File: src/rtl/psram_ctrl_pkg.sv
package psram_ctrl_pkg;

    typedef enum logic [1:0] {
        ST_IDLE   = 2'd0,
        ST_SETUP  = 2'd1,
        ST_ACCESS = 2'd2,
        ST_RECOV  = 2'd3
    } ctl_state_e;

    function automatic int max_of(input int a, input int b);
        return (a > b) ? a : b;
    endfunction

endpackage

File: src/rtl/psram_lane_sel.sv
module psram_lane_sel #(
    parameter int DATA_W = 16,
    localparam int LANES = DATA_W / 8
) (
    input  logic [DATA_W-1:0] din,
    input  logic [LANES-1:0]  lane_on,
    output logic [DATA_W-1:0] dout
);
    for (genvar g = 0; g < LANES; g++) begin : g_lane
        assign dout[g*8 +: 8] = lane_on[g] ? din[g*8 +: 8] : 8'h00;
    end
endmodule

File: src/rtl/psram_wdog.sv
module psram_wdog #(
    parameter int RC_CYC     = 6,
    parameter int WDOG_LIMIT = 1500,
    localparam int HI_W  = $clog2(RC_CYC + 1),
    localparam int SEL_W = $clog2(WDOG_LIMIT + 1)
) (
    input  logic clk,
    input  logic rst_n,
    input  logic ce_n,
    output logic block
);
    typedef struct packed {
        logic [HI_W-1:0]  hi;
        logic [SEL_W-1:0] sel;
    } wd_t;

    wd_t w_d, w_q;

    always_comb begin
        w_d = w_q;
        if (ce_n) begin
            w_d.hi = (w_q.hi == HI_W'(RC_CYC)) ? w_q.hi : w_q.hi + 1'b1;
        end else begin
            w_d.hi = '0;
        end
        if (ce_n && (w_q.hi >= HI_W'(RC_CYC - 1))) begin
            w_d.sel = '0;
        end else if (w_q.sel != SEL_W'(WDOG_LIMIT)) begin
            w_d.sel = w_q.sel + 1'b1;
        end
    end

    always_ff @(posedge clk or negedge rst_n) begin
        if (!rst_n) begin
            w_q.hi  <= HI_W'(RC_CYC);
            w_q.sel <= '0;
        end else begin
            w_q <= w_d;
        end
    end

    assign block = (w_q.sel >= SEL_W'(WDOG_LIMIT));


    wd_clear_chk: assert property (@(posedge clk) disable iff (!rst_n)
        ($past(ce_n) && ce_n && $past(w_q.hi) >= HI_W'(RC_CYC - 1)) |-> !block);
endmodule

File: src/rtl/psram_bus_ctrl.sv
module psram_bus_ctrl
    import psram_ctrl_pkg::*;
#(
    parameter int ADDR_W     = 17,
    parameter int DATA_W     = 16,
    parameter int RD_CYC     = 6,
    parameter int WR_CYC     = 5,
    parameter int TURN_CYC   = 3,
    parameter int RC_CYC     = 6,
    parameter int WDOG_LIMIT = 1500,
    localparam int LANES     = DATA_W / 8
) (
    input  logic              clk,
    input  logic              rst_n,
    input  logic              host_req,
    input  logic              host_wr,
    input  logic [ADDR_W-1:0] host_addr,
    input  logic [DATA_W-1:0] host_wdata,
    input  logic [LANES-1:0]  host_bmask,
    output logic              host_ack,
    output logic              host_rvalid,
    output logic [DATA_W-1:0] host_rdata,
    output logic [ADDR_W-1:0] mem_addr,
    output logic              mem_ce_n,
    output logic              mem_we_n,
    output logic              mem_oe_n,
    output logic [LANES-1:0]  mem_be_n,
    output logic [DATA_W-1:0] mem_dq_out,
    output logic              mem_dq_oe,
    input  logic [DATA_W-1:0] mem_dq_in
);
    localparam int MAX_T = max_of(max_of(RD_CYC, WR_CYC), TURN_CYC);
    localparam int CNT_W = $clog2(MAX_T + 1);
    localparam int OEC_W = $clog2(TURN_CYC + 3);

    typedef struct packed {
        ctl_state_e        st;
        logic [CNT_W-1:0]  cnt;
        logic              wr;
        logic [ADDR_W-1:0] addr;
        logic              ce_n;
        logic              we_n;
        logic              oe_n;
        logic [LANES-1:0]  be_n;
        logic [DATA_W-1:0] dout;
        logic              dq_oe;
        logic              ack;
        logic              rvalid;
        logic [DATA_W-1:0] rdata;
    } ctl_t;

    ctl_t r_d, r_q;
    logic              wd_block;
    logic [DATA_W-1:0] lane_data;
    logic              span_done;

    psram_wdog #(.RC_CYC(RC_CYC), .WDOG_LIMIT(WDOG_LIMIT)) u_wdog (
        .clk   (clk),
        .rst_n (rst_n),
        .ce_n  (r_q.ce_n),
        .block (wd_block)
    );

    psram_lane_sel #(.DATA_W(DATA_W)) u_lanes (
        .din     (mem_dq_in),
        .lane_on (~r_q.be_n),
        .dout    (lane_data)
    );

    assign span_done = r_q.wr ? (r_q.cnt == CNT_W'(WR_CYC - 1))
                              : (r_q.cnt == CNT_W'(RD_CYC - 1));

    always_comb begin
        r_d        = r_q;
        r_d.ack    = 1'b0;
        r_d.rvalid = 1'b0;
        unique case (r_q.st)
            ST_IDLE: begin
                if (host_req && !wd_block) begin
                    r_d.ack  = 1'b1;
                    r_d.wr   = host_wr;
                    r_d.addr = host_addr;
                    r_d.be_n = ~host_bmask;
                    r_d.dout = host_wdata;
                    r_d.st   = ST_SETUP;
                end
            end
            ST_SETUP: begin
                r_d.ce_n = 1'b0;
                r_d.cnt  = '0;
                r_d.st   = ST_ACCESS;
                if (r_q.wr) begin
                    r_d.we_n  = 1'b0;
                    r_d.dq_oe = 1'b1;
                end else begin
                    r_d.oe_n = 1'b0;
                end
            end
            ST_ACCESS: begin
                r_d.cnt = r_q.cnt + 1'b1;
                if (span_done) begin
                    r_d.ce_n = 1'b1;
                    r_d.we_n = 1'b1;
                    r_d.oe_n = 1'b1;
                    r_d.cnt  = '0;
                    r_d.st   = ST_RECOV;
                    if (!r_q.wr) begin
                        r_d.rvalid = 1'b1;
                        r_d.rdata  = lane_data;
                    end
                end
            end
            ST_RECOV: begin
                r_d.dq_oe = 1'b0;
                r_d.be_n  = '1;
                r_d.cnt   = r_q.cnt + 1'b1;
                if (r_q.cnt == CNT_W'(TURN_CYC - 1)) begin
                    r_d.cnt = '0;
                    r_d.st  = ST_IDLE;
                end
            end
            default: r_d.st = ST_IDLE;
        endcase
    end

    always_ff @(posedge clk or negedge rst_n) begin
        if (!rst_n) begin
            r_q        <= '0;
            r_q.st     <= ST_IDLE;
            r_q.ce_n   <= 1'b1;
            r_q.we_n   <= 1'b1;
            r_q.oe_n   <= 1'b1;
            r_q.be_n   <= '1;
        end else begin
            r_q <= r_d;
        end
    end

    assign host_ack    = r_q.ack;
    assign host_rvalid = r_q.rvalid;
    assign host_rdata  = r_q.rdata;
    assign mem_addr    = r_q.addr;
    assign mem_ce_n    = r_q.ce_n;
    assign mem_we_n    = r_q.we_n;
    assign mem_oe_n    = r_q.oe_n;
    assign mem_be_n    = r_q.be_n;
    assign mem_dq_out  = r_q.dout;
    assign mem_dq_oe   = r_q.dq_oe;

    // Cycles that output enable has been high, for the bus turnaround check.
    logic [OEC_W-1:0] oe_hi_q;
    always_ff @(posedge clk or negedge rst_n) begin
        if (!rst_n) begin
            oe_hi_q <= OEC_W'(TURN_CYC + 2);
        end else if (!r_q.oe_n) begin
            oe_hi_q <= '0;
        end else if (oe_hi_q != OEC_W'(TURN_CYC + 2)) begin
            oe_hi_q <= oe_hi_q + 1'b1;
        end
    end


    ack_pulse_chk: assert property (@(posedge clk) disable iff (!rst_n)
        host_ack |=> !host_ack);

    addr_hold_chk: assert property (@(posedge clk) disable iff (!rst_n)
        (!mem_ce_n && !$past(mem_ce_n)) |-> $stable(mem_addr));

    rvalid_src_chk: assert property (@(posedge clk) disable iff (!rst_n)
        host_rvalid |-> ($past(!mem_ce_n) && $past(!mem_oe_n) && $past(mem_we_n) && mem_ce_n));

    we_low_oe_high_chk: assert property (@(posedge clk) disable iff (!rst_n)
        !mem_we_n |-> (mem_oe_n && mem_dq_oe && !mem_ce_n));

    bus_turn_chk: assert property (@(posedge clk) disable iff (!rst_n)
        (mem_dq_oe && !$past(mem_dq_oe)) |-> (mem_oe_n && oe_hi_q >= OEC_W'(TURN_CYC)));

    wd_gate_chk: assert property (@(posedge clk) disable iff (!rst_n)
        host_ack |-> !$past(wd_block));
endmodule

File: config.mk
export PLATFORM = sky130hd
export DESIGN_NAME = psram_bus_ctrl
export DESIGN_NICKNAME = d
export VERILOG_FILES = /design/src/rtl/psram_ctrl_pkg.sv /design/src/rtl/psram_lane_sel.sv /design/src/rtl/psram_wdog.sv /design/src/rtl/psram_bus_ctrl.sv
export SDC_FILE = /design/constraint.sdc
export NUM_CORES = 1
export LEC_CHECK = 0
export BUFFER_PORTS_ARGS = -buffer_cell sky130_fd_sc_hd__buf_2
export CAP_MARGIN = 20
export CORE_UTILIZATION = 45
export DETAILED_ROUTE_END_ITERATION = 10
export GPL_TIMING_DRIVEN = 0
export PLACE_DENSITY = 0.78
export SYNTH_ARGS = -nofsm -noshare
export SYNTH_HDL_FRONTEND = slang
export SYNTH_HIERARCHICAL = 1
export SYNTH_SLANG_ARGS = --single-unit
export TNS_END_PERCENT = 100
File: constraint.sdc
create_clock -name clk -period 4.25 [get_ports clk]
set_input_delay 0.85 -clock clk [delete_from_list [all_inputs] [get_ports clk]]
set_output_delay 0.85 -clock clk [all_outputs]
set_load 0.02 [all_outputs]
==> flow_summary.yaml, run 1 <==
clock_network:
  post_cts.resized_instances: 0
  clock_sink_count: 77
  cts_max_path_buffers: 2
  ctsHoldBuffers: 0
  tritoncts.num_buffers: 9
  post_cts.repair.setup_buffers: 0
  cts.root.buffer_cell: "sky130_fd_sc_hd__clkbuf_8"
  cts_tree: "built"
  clk_transition_reported_paths_ns: 0.08
  h_tree_lvl_count: 3
  clk-insertion-delay-late_ns: 0.34
place:
  detailedPlacementHpwl_um: 5365
  cell_total_after_placement: 538
  buffer_ports.inserted: 111
  finalWeightedCongestion: 0.8129
worst_setup_path:
  rrSetupSlack_ns: 1.84
  setup.worst_path.start: "u_wdog/w_q[2]$_DFFE_PN0P_"
  worst_flop_to_flop_path_endpoint: "mem_addr[13]$_DFFE_PN0P_"
  critical_path_endpoint_category: "flop"
  worstRegToRegCells: 8
  critical_path_class: "flop to flop"
  crit_path_required_time_ns: 4.47
  critPathLaunchType: "flop"
  cp_data_arrival_time_ns: 2.62
  crit_fanout: 10
  critical_path.endpoint: "mem_addr[13]$_DFFE_PN0P_"
  critical_path_cell_with_the_highest_stage_delay: "sky130_fd_sc_hd__dfrtp_1"
  r2r-start: "u_wdog/w_q[2]$_DFFE_PN0P_"
  slowest_delay_ns: 0.42
  crit_chain: "nand3_2 -> buf_6 -> a21oi_1 -> o21a_1 -> nand2b_1 -> nor3_4 -> buf_2 -> mux2_2"
synthesis:
  synthFlopType: "sky130_fd_sc_hd__dfrtp_1"
  top_cells_by_area_synth: "sky130_fd_sc_hd__dfrtp_1 45%, sky130_fd_sc_hd__mux2_2 12%, sky130_fd_sc_hd__buf_4 10%"
  mappedNetlistNets: 383
  synth_largest_type_area_fraction: 0.4523
  postSynthRegisterBits: 77
  post-synth-top-area-cell: "sky130_fd_sc_hd__dfrtp_1"
  synth_edf_count: 0
  netlist_area_mm2: 0.003872
  synth.distinct_cells: 47
  mean_instance_size_in_the_synthesized_netlist_um2: 12.06
  synthesis.instances: 321
  synthesis.yosys.warnings: 6
  postSynth.asyncResetShare: 1.000
  ys_seq_area_frac: 0.4998
sta:
  max_freq_ghz: 0.4157
  timing.final.hold_violations: 0
  report.final.setup_viol: 0
  worst_pin_slew_ns: 0.4834
  rsz0062_at_grt: "false"
  layout_worst_path_cycle_share: 0.5660
  timing_max_transition_violations_final: 0
  timing.setup.tns_ns: 0
  worst_clock_skew_ns: 0.01372
  timing.slew.headroom: 0.6767
  finalWorstPathRequiredPeriod_ns: 2.406
  fin_hold_ws_ns: 0.4302
cells_and_area:
  fillCellCount: 709
  final_common_cell: "sky130_fd_sc_hd__buf_2"
  post_route_cells_drive_above_1_share: 0.5501
  instances_no_fill: 554
  register_area_mm2: 0.001936
  final_cell_mix: "112 x sky130_fd_sc_hd__buf_2, 70 x sky130_fd_sc_hd__dfrtp_1, 54 x sky130_fd_sc_hd__buf_4"
  diodes: 0
  multi_input_combinational_cell_area_mm2: 0.001443
  final_nets: 506
  areaGrowthSynthToFinish_pct: 23.72
route:
  remaining_drc_errors: 0
  vias: 2637
  drt-wirelength-per-cell_um: 12.77
  vias_per_cell: 4.760
  detail_route.first_pass.iterations: 4
  post_detailed_route_count_of_antenna_violating_nets: 0
  sum_of_routed_wire_length_over_all_layers_um: 7073
  first_iter_violations: 72
pwr:
  cellPowerDensity_mw_per_mm2: 687.1
  power.leakage_nw: 2.502
  ir_worst_vdd_uv: 287.3
worst_hold_path:
  hold_path_class: "primary input to asynchronous set/reset pin"
floorplan:
  starting_density: 0.4689
  die_area_mm2: 0.008980
  core_mm2: 0.008258
  num_io_pins: 112
  chipHeight_um: 94.77
  core.rowCount: 33
  die_x_um: 94.77
global_routing:
  first_global_vias: 2603
  grt_max_degree: 49
  grt_first_pass_wirelength_um: 11640
  groute.usage.overall: 0.1671
  grt_remaining_overflow: 0
  antenna_found_initial: 0
run:
  maxCapViolations: 0
outcome:
  outcome: "finished clean"
[synth_stat cells, drive strengths merged, types with 2 or more instances]
cell / count
ha: 7
inv: 14
and2: 17
and3: 3
o21ai: 8
or4: 4
buf: 57
dfstp: 7
o211a: 2
a21oi: 11
nand2: 17
nor4bb: 3
nor2: 3
clkbuf: 3
mux2: 50
or3: 2
o22a: 2
o31ai: 6
a211o: 3
nand2b: 3
a31oi: 4
nand3: 6
o211ai: 3
dfrtp: 70
[worst min path at each step]
| stage | end | startpoint | slack, ns |
|---|---|---|---|
| 3_5_place_dp | mem_oe_n$_DFFE_PN1P_ | mem_oe_n$_DFFE_PN1P_ | 0.47 |
| 6_report | mem_dq_out[11]$_DFFE_PN0P_ | rst_n | 0.43 |
| 4_1_cts | mem_dq_out[11]$_DFFE_PN0P_ | rst_n | 0.43 |
| 2_1_floorplan | mem_dq_out[6]$_DFFE_PN0P_ | mem_dq_out[6]$_DFFE_PN0P_ | 0.46 |
| 5_1_grt | mem_dq_out[11]$_DFFE_PN0P_ | rst_n | 0.44 |
| 3_3_place_gp | mem_oe_n$_DFFE_PN1P_ | mem_oe_n$_DFFE_PN1P_ | 0.47 |
[metal layers]
layer,share of wire,vias up,GRT usage
met1,0.46,1250,0.2054
li1,-,1311,-
met4,0.0040,0,0.06439
met2,0.48,74,0.2800
met5,0,-,0
met3,0.061,2,0.04348
[stage by stage]
stage	total power, mW	worst slack, ns	cell area, µm²	utilization
after floorplan	2.374	2.221	3872	-
after global placement	2.718	1.824	4559	0.5521
after detailed placement	2.778	1.831	4589	0.5558
after CTS	3.329	1.821	4791	0.5802
after global routing	3.542	1.730	4791	0.5802
final	3.292	1.844	4791	0.5802
[registers in the layout, summed over array words and instances, names as in the netlist, 2 cells and up]
register / count
mem_be_n: 2
mem_dq_out: 16
mem_addr: 17
host_rdata: 16
r_q: 6
u_wdog/w_q: 14
[critical path, delay by kind of cell, from the launching register on]
family	cells	cell delay, ns
AO/OA/AOI/OAI	2	0.26
buffers and inverters	2	0.49
flip-flops	1	0.42
multiplexers	1	0.37
AND/OR/NAND/NOR	3	0.74
[power by group]
part,total (mW),internal (mW),switching (mW)
clock network,0.545,0.289,0.257
logic,1.51,0.763,0.747
registers,1.24,1.04,0.200
total,3.29,2.09,1.20
[logic make-up after synthesis]
kind of cell,Yosys count,synth area share
simple gates,64,0.1086
compound gates,46,0.08013
fa+ha+maj,7,0.02262
mux,51,0.1567
xor+xnor,2,0.004524
buf+inv,74,0.1276
flops,77,0.4998
[cell type report]
type / instances / share of cell area
inverter: 14 / 0.01097
clock buffer: 11 / 0.02951
multi-input combinational: 170 / 0.3011
tap: 105 / 0.02742
sequential: 77 / 0.4040
buffer: 60 / 0.09219
timing repair buffer: 112 / 0.1222
clock inverter: 5 / 0.01254
(Power assumes the default switching activity.)
==> inputs of run 2 (changes only) <==
- clock period: 4.25 -> 2.23 ns (I/O delays scaled with it)
==> flow_summary.yaml, run 2 (synthesis results as in run 1) <==
cells_and_area:
  fillCellCount: 703
  final_nets: 511
  diodes: 0
  largest_reg_flops: 17
  fin_area_mm2: 0.004858
  post_route_cells_drive_above_1_share: 0.5551
  final_common_cell: "sky130_fd_sc_hd__buf_2"
  areaGrowthSynthToFinish_pct: 25.46
  final_cell_mix: "111 x sky130_fd_sc_hd__buf_2, 70 x sky130_fd_sc_hd__dfrtp_1, 57 x sky130_fd_sc_hd__buf_4"
  instances_no_fill: 559
run:
  maxCapViolations: 0
worst_setup_path:
  critPathLaunchType: "flop"
  crit_chain: "nand3_4 -> buf_6 -> a21oi_1 -> o21a_1 -> nand2b_1 -> nor3_4 -> buf_12 -> buf_4 -> mux2_2"
  critical_path_class: "flop to flop"
  critical_path_endpoint_category: "flop"
  cp_data_arrival_time_ns: 2.35
  slowest_delay_ns: 0.44
  critical_path_cell_with_the_highest_stage_delay: "sky130_fd_sc_hd__dfrtp_1"
  crit_fanout: 10
  cpLargestDelayFamily: "simple AND/OR/NAND/NOR gates"
  crit_path_required_time_ns: 2.45
  cp_bufs_invs: 3
route:
  detail_route.first_pass.iterations: 4
  vias_per_cell: 4.784
  drt-wirelength-per-cell_um: 12.75
  remaining_drc_errors: 0
  post_detailed_route_count_of_antenna_violating_nets: 0
  first_iter_violations: 91
  sum_of_routed_wire_length_over_all_layers_um: 7125
  vias: 2674
pwr:
  ir_worst_vdd_uv: 548.1
  power.leakage_nw: 2.533
  cellPowerDensity_mw_per_mm2: 1307
sta:
  layout_worst_path_cycle_share: 0.9570
  timing.slew.headroom: 0.7234
  worst_pin_slew_ns: 0.4149
  timing.final.hold_violations: 0
  worst_clock_skew_ns: 0.01393
  report.final.setup_viol: 0
  max_freq_ghz: 0.4686
  rsz0062_at_grt: "false"
  finalWorstPathRequiredPeriod_ns: 2.134
  timing_max_transition_violations_final: 0
  timing.setup.tns_ns: 0
floorplan:
  die_area_mm2: 0.008980
  die_x_um: 94.77
  core.rowCount: 33
  chipHeight_um: 94.77
  starting_density: 0.4689
  num_io_pins: 112
  core_mm2: 0.008258
place:
  placed_area_mm2: 0.004589
  detailedPlacementHpwl_um: 5365
  cell_total_after_placement: 538
  finalWeightedCongestion: 0.8129
  buffer_ports.inserted: 111
outcome:
  outcome: "finished clean"
clock_network:
  clk_transition_reported_paths_ns: 0.08
  clock_sink_count: 77
  cts_tree: "built"
  cts.root.buffer_cell: "sky130_fd_sc_hd__clkbuf_8"
  h_tree_lvl_count: 3
  clk-insertion-delay-late_ns: 0.34
  cts_max_path_buffers: 2
  tritoncts.num_buffers: 9
global_routing:
  grt_remaining_overflow: 0
  grt_first_pass_wirelength_um: 11720
  first_global_vias: 2624
  groute.usage.overall: 0.1680
  grt_max_degree: 49
  antenna_found_initial: 0
worst_hold_path:
  hold_path_class: "primary input to asynchronous set/reset pin"
==> run 2: worst paths after layout <==
| path | from | to | slack, ns | depth (start not counted) |
|---|---|---|---|---|
| worst max-delay path | u_wdog/w_q[3]$_DFFE_PN0P_ | mem_dq_out[7]$_DFFE_PN0P_ | 0.1 | 9 |
| worst min register to register | mem_oe_n$_DFFE_PN1P_ | mem_oe_n$_DFFE_PN1P_ | 0.48 | 2 |
| min in group clk | host_wdata[6] | mem_dq_out[6]$_DFFE_PN0P_ | 0.32 | 2 |
| worst max register to register | u_wdog/w_q[3]$_DFFE_PN0P_ | mem_dq_out[7]$_DFFE_PN0P_ | 0.1 | 9 |
| worst min-delay path | rst_n | mem_dq_out[11]$_DFFE_PN0P_ | 0.03 | 1 |
| max in group asynchronous | rst_n | u_wdog/w_q[13]$_DFFE_PN1P_ | 1.57 | 2 |
==> run 2: per-layer routing <==
layer  up-vias  wire length [µm]  share of wire  track usage
met5         -                 0              0            0
met4         0                28         0.0039      0.06439
met3         2               456          0.064      0.04348
met2        85              3447           0.48       0.2842
met1      1265              3193           0.45       0.2044
li1       1322                 -              -            -
==> run 2: timing repair <==
action,in CTS,in global routing
hold buffers,0,0
endpoints found under the setup margin,29,29
gates cloned,0,0
setup buffers,3,2
gates resized for setup,1,3
pin swaps,1,1
==> run 2: power breakdown <==
part	switching (mW)	leakage (nW)	internal (mW)	total, mW
Clock	0.489	0.0995	0.550	1.04
Combinational	1.44	1.48	1.51	2.94
Sequential	0.391	0.956	1.98	2.37
==> run 2: per-stage QoR <==
stage | util | setup WS (ns) | power [mW] | hold WS [ns]
final | 0.5883 | 0.09600 | 6.350 | 0.02698
after global placement | 0.5521 | -0.1779 | 5.181 | 0.4674
after detailed placement | 0.5558 | -0.1890 | 5.294 | 0.4068
after global routing | 0.5883 | 0.02301 | 6.827 | 0.03716
after floorplan | - | 0.2007 | 4.524 | 0.1504
after CTS | 0.5847 | 0.003730 | 6.370 | 0.02750
==> run 2: cell type report <==
type | instances | area, µm² | area share
timing repair buffer | 117 | 635.6 | 0.1308
clock inverter | 5 | 60.06 | 0.01236
inverter | 14 | 52.55 | 0.01082
multi-input combinational | 170 | 1450 | 0.2985
tap | 105 | 131.4 | 0.02704
buffer | 60 | 451.7 | 0.09297
clock buffer | 11 | 141.4 | 0.02910
sequential | 77 | 1936 | 0.3984
==> inputs of run 3 (changes only) <==
- SYNTH_HIERARCHICAL: 1 -> default
- clock period: 2.23 -> 2.5 ns (I/O delays scaled with it)
==> flow_summary.yaml, run 3 <==
clock_network:
  cts_max_path_buffers: 2
  cts_tree: "built"
  post_cts.repair.setup_buffers: 0
  h_tree_lvl_count: 3
  clock_sink_count: 77
  tritoncts.num_buffers: 9
  post_cts.resized_instances: 0
  clk_transition_reported_paths_ns: 0.08
  ctsHoldBuffers: 0
  clk-insertion-delay-late_ns: 0.35
  cts.root.buffer_cell: "sky130_fd_sc_hd__clkbuf_8"
synthesis:
  mean_instance_size_in_the_synthesized_netlist_um2: 11.57
  postSynthRegisterBits: 77
  postSynth.asyncResetShare: 1.000
  post-synth-top-area-cell: "sky130_fd_sc_hd__dfrtp_1"
  synthesis.instances: 328
  synth_edf_count: 0
  synth_largest_type_area_fraction: 0.4617
  mappedNetlistNets: 390
  synthFlopType: "sky130_fd_sc_hd__dfrtp_1"
  post-synth-top-count-cell: "sky130_fd_sc_hd__dfrtp_1"
  netlist_area_mm2: 0.003794
  synth_top_cells_by_count: "70 x sky130_fd_sc_hd__dfrtp_1, 52 x sky130_fd_sc_hd__buf_4, 27 x sky130_fd_sc_hd__nand2_1, 24 x sky130_fd_sc_hd__o21ai_0, 20 x sky130_fd_sc_hd__mux2_4"
  ys_seq_area_frac: 0.5102
  synth.distinct_cells: 42
  top_cells_by_area_synth: "sky130_fd_sc_hd__dfrtp_1 46%, sky130_fd_sc_hd__buf_4 10%, sky130_fd_sc_hd__mux2_4 7.9%"
  synthesis.yosys.warnings: 0
worst_setup_path:
  critical_path_endpoint_category: "flop"
  slowest_delay_ns: 0.45
  crit_chain: "inv_1 -> ha_1 -> nor3b_1 -> a31oi_1 -> nand3_1 -> mux2_2"
  critical_path_cell_with_the_highest_stage_delay: "sky130_fd_sc_hd__nor3b_1"
  crit_path_required_time_ns: 2.73
  cp_data_arrival_time_ns: 2.11
  worstRegToRegCells: 6
  critical_path_class: "flop to flop"
  critPathLaunchType: "flop"
  crit_fanout: 5
  rrSetupSlack_ns: 0.61
  worst_flop_to_flop_path_endpoint: "u_wdog.w_q[5]$_DFFE_PN0P_"
  r2r-start: "u_wdog.w_q[0]$_DFFE_PN0P_"
sta:
  worst_clock_skew_ns: 0.009009
  finalWorstPathRequiredPeriod_ns: 1.887
  timing.final.hold_violations: 0
  timing_max_transition_violations_final: 0
  max_freq_ghz: 0.5301
  worst_pin_slew_ns: 0.5116
  layout_worst_path_cycle_share: 0.7546
  rsz0062_at_grt: "false"
  timing.setup.tns_ns: 0
  report.final.setup_viol: 0
  timing.slew.headroom: 0.6582
place:
  finalWeightedCongestion: 0.8553
  buffer_ports.inserted: 111
  detailedPlacementHpwl_um: 5229
route:
  vias: 2669
  detail_route.first_pass.iterations: 4
  first_iter_violations: 113
  vias_per_cell: 4.758
  post_detailed_route_count_of_antenna_violating_nets: 0
  drt-wirelength-per-cell_um: 12.82
  remaining_drc_errors: 0
  sum_of_routed_wire_length_over_all_layers_um: 7193
global_routing:
  grt_remaining_overflow: 0
  first_global_vias: 2652
  grt_first_pass_wirelength_um: 11760
  antenna_found_initial: 0
  groute.usage.overall: 0.1715
  grt_max_degree: 42
cells_and_area:
  multi_input_combinational_cell_area_mm2: 0.001348
  post_route_cells_drive_above_1_share: 0.5110
  final_cell_mix: "111 x sky130_fd_sc_hd__buf_2, 70 x sky130_fd_sc_hd__dfrtp_1, 53 x sky130_fd_sc_hd__buf_4"
  largest_reg_flops: 17
  diodes: 0
  fillCellCount: 694
  register_area_mm2: 0.001936
  final_common_cell: "sky130_fd_sc_hd__buf_2"
  final_nets: 513
  areaGrowthSynthToFinish_pct: 24.80
  post-route-util: 0.5791
pwr:
  cellPowerDensity_mw_per_mm2: 1265
  power.leakage_nw: 2.485
  ir_worst_vdd_uv: 580.1
floorplan:
  die_x_um: 93.82
  core.rowCount: 33
  num_io_pins: 112
  chipHeight_um: 93.82
  starting_density: 0.4640
  core_mm2: 0.008175
  die_area_mm2: 0.008801
worst_hold_path:
  hold_path_class: "primary input to asynchronous set/reset pin"
outcome:
  outcome: "finished clean"
run:
  maxCapViolations: 0
==> run 3: changes by cell type in the layout (fill, tap and decap cells not counted), moves of 8 or more <==
cell,change
sky130_fd_sc_hd__and2_1,-15
sky130_fd_sc_hd__mux2_2,-24
sky130_fd_sc_hd__mux2_4,+11
sky130_fd_sc_hd__nand2_1,+10
sky130_fd_sc_hd__nand2b_1,+13
sky130_fd_sc_hd__nor2_1,+8
sky130_fd_sc_hd__o21ai_0,+16
==> run 3: per-layer routing <==
metal / track usage / up-vias / part of all wire
met5: 0 / - / 0
met4: 0.07179 / 0 / 0.016
met3: 0.03317 / 10 / 0.051
met2: 0.2920 / 81 / 0.48
met1: 0.2122 / 1279 / 0.46
li1: - / 1299 / -
==> run 3: worst max path at each step <==
stage | from | end | slack [ns]
2_1_floorplan | u_wdog.w_q[0]$_DFFE_PN0P_ | u_wdog.w_q[5]$_DFFE_PN0P_ | 0.81
3_3_place_gp | rst_n | host_rdata[11]$_DFFE_PN0P_ | 0.41
3_5_place_dp | u_wdog.w_q[0]$_DFFE_PN0P_ | u_wdog.w_q[5]$_DFFE_PN0P_ | 0.67
4_1_cts | u_wdog.w_q[0]$_DFFE_PN0P_ | u_wdog.w_q[5]$_DFFE_PN0P_ | 0.63
5_1_grt | u_wdog.w_q[0]$_DFFE_PN0P_ | u_wdog.w_q[5]$_DFFE_PN0P_ | 0.53
6_report | u_wdog.w_q[0]$_DFFE_PN0P_ | u_wdog.w_q[5]$_DFFE_PN0P_ | 0.61
==> run 3: through the flow <==
| step | area (µm²) | std cells | power, mW | setup slack [ns] | hold slack [ns] |
|---|---|---|---|---|---|
| after floorplan | 3794 | 328 | 4.233 | 0.8149 | 0.2044 |
| after global placement | 4481 | 544 | 4.854 | 0.4085 | 0.4647 |
| after detailed placement | 4503 | 545 | 4.958 | 0.6675 | 0.4804 |
| after CTS | 4735 | 561 | 6.059 | 0.6340 | 0.1249 |
| after global routing | 4735 | 561 | 6.398 | 0.5277 | 0.1504 |
| final | 4735 | 561 | 5.988 | 0.6134 | 0.1126 |
==> run 3: critical path: cells and delay by family, from the launching register on <==
kind	cells	cell delay, ns
fa+ha+maj	1	0.14
flops	1	0.44
compound gates	1	0.21
mux	1	0.33
simple gates	2	0.58
buf+inv	1	0.08
==> run 3: power breakdown <==
part / internal (mW) / switching [mW] / leakage, nW / total, mW
registers: 1.81 / 0.407 / 0.957 / 2.22
logic: 1.43 / 1.28 / 1.41 / 2.70
clock network: 0.598 / 0.471 / 0.113 / 1.07
total: 3.83 / 2.15 / 2.48 / 5.99
==> run 3: cells by family (layout without fill, tap and decap cells) <==
logic type	count (synthesis)	in the layout	synth area share
and+or+nand+nor	78	78	0.1062
DFF	77	77	0.5102
buffers and inverters	73	201	0.1346
AOI/OAI and AO/OA	46	46	0.07289
muxes	39	39	0.1346
xor gates and xnor gates	8	8	0.01847
adders and majority gates	7	7	0.02309
==> run 3: final cells by class <==
cell class                      instances  share of cell area
Sequential cell                        77              0.4088
Clock inverter                          6             0.01982
Clock buffer                           10             0.02907
Tap cell                              105             0.02775
Inverter                               11            0.008721
Multi-Input combinational cell        178              0.2846
Buffer                                 62             0.09910
Timing Repair Buffer                  112              0.1221
